===== src/rtl/nvm_gate_pkg.sv =====
package nvm_gate_pkg;
  typedef enum logic [7:0] {
    OP_PROG    = 8'h20,
    OP_SERASE  = 8'h40,
    OP_SMOD    = 8'h60,
    OP_EVERIFY = 8'h05,
    OP_MERASE  = 8'h41
  } nvm_op_e;

  function automatic logic op_known(input logic [7:0] c);
    case (c)
      OP_PROG, OP_SERASE, OP_SMOD, OP_EVERIFY, OP_MERASE: op_known = 1'b1;
      default: op_known = 1'b0;
    endcase
  endfunction
endpackage


===== src/rtl/nvm_cmd_decode.sv =====
module nvm_cmd_decode
  import nvm_gate_pkg::*;
(
  input  logic [7:0] code,
  input  logic       restrict_mode,
  input  logic       secured,
  output logic       known,
  output logic       mass,
  output logic       allowed
);
  always_comb begin
    known   = op_known(code);
    mass    = (code == OP_MERASE);
    // mass erase bypasses the secure-state restriction
    allowed = known && (mass || !restrict_mode || !secured);
  end
endmodule


===== src/rtl/nvm_key_check.sv =====
module nvm_key_check #(
  parameter int KEY_WORDS = 4,
  parameter int KEY_W     = 16,
  parameter logic [KEY_WORDS*KEY_W-1:0] KEY_VALUE = '0
) (
  input  logic             clk,
  input  logic             rst,
  input  logic             enable,
  input  logic             key_valid,
  input  logic [KEY_W-1:0] key_word,
  output logic             unlock
);
  localparam int IDX_W = (KEY_WORDS > 1) ? $clog2(KEY_WORDS) : 1;
  localparam logic [IDX_W-1:0] LAST = IDX_W'(KEY_WORDS - 1);

  logic [IDX_W-1:0] idx;
  logic             locked;
  logic             hit;
  logic             take;

  always_comb begin
    take   = enable && key_valid && !locked;
    hit    = (key_word == KEY_VALUE[idx*KEY_W +: KEY_W]);
    unlock = take && hit && (idx == LAST);
  end

  always_ff @(posedge clk) begin
    if (rst) begin
      idx    <= '0;
      locked <= 1'b0;
    end else if (take) begin
      if (!hit)              locked <= 1'b1;
      else if (idx == LAST)  idx    <= '0;
      else                   idx    <= idx + 1'b1;
    end
  end
endmodule


===== src/rtl/nvm_busy_timer.sv =====
module nvm_busy_timer #(
  parameter int BUSY_CYCLES = 8
) (
  input  logic clk,
  input  logic rst,
  input  logic start,
  output logic busy,
  output logic done
);
  localparam int CNT_W = $clog2(BUSY_CYCLES + 1);
  logic [CNT_W-1:0] cnt;

  assign busy = (cnt != '0);

  always_ff @(posedge clk) begin
    if (rst) begin
      cnt  <= '0;
      done <= 1'b1;
    end else if (start) begin
      cnt  <= CNT_W'(BUSY_CYCLES);
      done <= 1'b0;
    end else if (busy) begin
      cnt <= cnt - 1'b1;
      if (cnt == CNT_W'(1)) done <= 1'b1;
    end
  end
endmodule


===== src/rtl/nvm_cmd_gate.sv =====
module nvm_cmd_gate #(
  parameter int KEY_WORDS   = 4,
  parameter int KEY_W       = 16,
  parameter logic [KEY_WORDS*KEY_W-1:0] KEY_VALUE = 64'h1234_5678_9ABC_DEF0,
  parameter int BUSY_CYCLES = 8
) (
  input  logic             clk,
  input  logic             rst,
  input  logic             cmd_valid,
  input  logic [7:0]       cmd_code,
  input  logic             mode_restrict,
  input  logic             key_valid,
  input  logic [KEY_W-1:0] key_word,
  output logic             launch,
  output logic [7:0]       launch_code,
  output logic             busy,
  output logic             cmd_done,
  output logic             acc_err,
  output logic             secured
);
  logic known, mass, allowed, accept, unlock;

  nvm_cmd_decode u_dec (
    .code(cmd_code), .restrict_mode(mode_restrict), .secured(secured),
    .known(known), .mass(mass), .allowed(allowed)
  );

  nvm_key_check #(.KEY_WORDS(KEY_WORDS), .KEY_W(KEY_W), .KEY_VALUE(KEY_VALUE)) u_key (
    .clk(clk), .rst(rst), .enable(secured), .key_valid(key_valid),
    .key_word(key_word), .unlock(unlock)
  );

  assign accept = cmd_valid && !busy && allowed;

  nvm_busy_timer #(.BUSY_CYCLES(BUSY_CYCLES)) u_tmr (
    .clk(clk), .rst(rst), .start(accept), .busy(busy), .done(cmd_done)
  );

  always_ff @(posedge clk) begin
    if (rst) begin
      launch      <= 1'b0;
      launch_code <= '0;
      acc_err     <= 1'b0;
      secured     <= 1'b1;
    end else begin
      launch <= accept;
      if (accept) begin
        launch_code <= cmd_code;
        acc_err     <= 1'b0;
      end else if (cmd_valid) begin
        acc_err <= 1'b1;
      end
      if (unlock || (accept && mass)) secured <= 1'b0;
    end
  end
endmodule


===== config.mk =====
export PLATFORM = sky130hd
export DESIGN_NAME = nvm_cmd_gate
export DESIGN_NICKNAME = d
export VERILOG_FILES = /design/src/rtl/nvm_gate_pkg.sv /design/src/rtl/nvm_cmd_decode.sv /design/src/rtl/nvm_key_check.sv /design/src/rtl/nvm_busy_timer.sv /design/src/rtl/nvm_cmd_gate.sv
export SDC_FILE = /design/constraint.sdc
export NUM_CORES = 1
export LEC_CHECK = 0
export ABC_AREA = 1
export CORE_AREA = 3 3 46 48
export DETAILED_ROUTE_END_ITERATION = 10
export DIE_AREA = 0 0 49 51
export DONT_BUFFER_PORTS = 1
export PLACE_DENSITY = 0.82
export SETUP_SLACK_MARGIN = 0.3
export SLEW_MARGIN = 20
export SYNTH_ARGS = -nofsm -noshare
export SYNTH_HDL_FRONTEND = slang
export SYNTH_SLANG_ARGS = --single-unit

===== constraint.sdc =====
create_clock -name clk -period 1.65 [get_ports clk]
set_input_delay 0.33 -clock clk [delete_from_list [all_inputs] [get_ports clk]]
set_output_delay 0.33 -clock clk [all_outputs]
set_load 0.03 [all_outputs]

==> run metrics <==
run status=completed; Tmin final=1580 ps; aggregate negative setup slack=0 ps; most frequent CP cell=nand2_1; CP Launch Type=flip-flop; delay of the slowest critical-path stage=390 ps; Max-Cap Viols=0; CTS tree=yes; Buf+Inv Stages, Crit Path=2; Pwr per Cell Area=1060 nW/um^2; TritonCTS Buffers=3; vias=984; DR DRC count=0; Cells after Synth=149; Setup crit start=u_key.idx[1]; CP max FO=4; Netlist cell types=26; Leak=0.597 nW; Ports=42; Core Region=1750 um^2; RSZ-0062 raised after global routing=true; largest area contributor in the netlist=dfxtp_1; Overall Global Routing Usage=20.1%; critical path's top delay family=simple AND/OR/NAND/NOR gates; Net Count, Synth=184; largest net degree at the start of global routing=12; Core Rows=15; Crit. End Element=flip-flop; post-detail-place hpwl=1680 um; fmax=0.632 GHz; clock transition at the registers of the reported paths=110 ps; asr flop ratio synth=0%; top post-synthesis cells by area=dfxtp_1, nand2_1, nor2_1; critical path arrival=1820 ps; CTS sink cnt=19; Fin. Hold Viols=0; WS Path Type=reg -> reg; WL final=2530 um; Main synth FF type=dfxtp_1; DR iter-0 viols=20; Placement Setup Slack=109 ps; Chip Height=51 um; layout cells sized above 1=30.1%; Clock H-tree levels=1; vias in the first global route=911; clk_skew=3.90 ps; DRT antenna net count=0; ant diodes=0; count leader, synth=nand2_1; R2R Path Start=u_key.idx[1]; share of Yosys cell area claimed by the top area cell type=36.8%; Synth Cell Area=1030 um^2; Hold/Removal Path Class=in -> reg; initial antenna violation count=0; Setup-failing EPs final=0; Root Driver=clkbuf_4; cell breakdown of the critical path=inv_4 > ha_4 > inv_2 > nand2_1 > nand2_1 > nor2_2 > nand2_2 > nor2_4 > nand3_2 > nand2_1 > nand2_1 > nor2_2; Post-synth EDFFs=0; routability congestion estimate=0.780; vias per cell=5.23; highest ir drop seen on vdd=0.000854 V; first-pass GRT wire length=3840 um; worst hold start=rst; P&R area growth vs syn=22.6%; Die Wd=49 um; Final Max Tran Viols=0; Synth top cells by count=nand2_1, nor2_1, dfxtp_1, inv_1, nand3_1; IO buf count=0; sequential area share after synthesis=36.8%; worst-margin pin slew=355 ps; grt total ovfl=0; Max Buffers Root-to-Sink=2; synthesized flop and latch total=19; setup ws final=68.5 ps; clk_lat worst skew=300 ps; mean routed wirelength per cell=13.5 um; Initial Util=59.3%; worst relative slew slack=76.2%; Final Cycle Share=95.8%; syn_area_per_cell=6.94 um^2; nets=199; yosys warns=0; die area=2500 um^2; drt first pass iters=5; CP required=1890 ps; Slowest-stage cell, CP=dfxtp_4
==> flip-flops by register name, indices dropped and copies added (netlist names) <==
signal	count
u_key.idx	2
launch	1
secured	1
u_tmr.done	1
acc_err	1
launch_code	8
u_tmr.cnt	4
u_key.locked	1
==> metal layers <==
metal / vias up / part of all wire, % / track usage, %
met2: 38 / 56 / 38.2
met4: 0 / 3.7 / 11.8
li1: 492 / - / -
met1: 442 / 35 / 20.5
met3: 12 / 5.4 / 3.79
met5: - / 0 / 0
==> power by group <==
| part | switching (W) | total, W | internal (W) |
|---|---|---|---|
| Sequential | 0.0000482 | 0.000551 | 0.000503 |
| Combinational | 0.000308 | 0.000547 | 0.000239 |
| Clock | 0.000150 | 0.000241 | 0.0000904 |
==> kinds of logic after synthesis <==
group / share of synthesized area [%]
fa+ha+maj: 7.25
simple gates: 40.4
compound gates: 5.80
buf+inv: 8.95
flops: 36.8
xor+xnor: 0.847
==> layout make-up <==
type	count	area, um^2
Clock buffer	3	22.5
Fill cell	151	477
Timing Repair Buffer	10	75.1
Sequential cell	19	389
Clock inverter	1	5.00
Multi-Input combinational cell	106	643
Tap cell	25	31.3
Inverter	24	103
==> metrics by stage <==
step           util [%]  instances  total power [W]  instance area [um^2]  hold WS, ps
3_3_place_gp       63.1        175         0.000919                  1100          404
5_1_grt            72.7        188          0.00142                  1270         80.4
4_1_cts            68.2        184          0.00125                  1190         93.2
3_5_place_dp       63.1        175         0.000947                  1100          415
6_report           72.7        188          0.00134                  1270         93.4
2_1_floorplan         -        149         0.000881                  1060          402
==> cell usage in the layout, fill, tap and decap left out, types with 2 or more instances in the layout <==
cell type,n
ha_1,4
a21oi_2,2
nand2_1,36
dfxtp_2,4
inv_1,16
inv_2,2
nor2_4,3
dfxtp_1,14
nand2_2,3
o21ai_1,3
clkbuf_4,3
nand2_4,3
ha_4,2
inv_4,5
nor2_2,4
nor2_1,20
nor3_1,3
nand3_2,2
nand3_1,10
buf_4,10
==> final timing paths <==
check | end | slack [ps] | depth (start not counted)
hold / removal | u_key.locked | 90 | 1
setup reg to reg | u_key.idx[1] | 70 | 12
hold reg to reg | u_key.locked | 530 | 2
setup / recovery | u_key.idx[1] | 70 | 12
==> what timing repair did <==
item                       in CTS  in global routing
setup buffers                   5                  4
gates resized for setup         9                 19
setup endpoints to repair      18                 19
hold buffers                    0                  0
pin swaps                      12                 12
(Power assumes the default switching activity.)
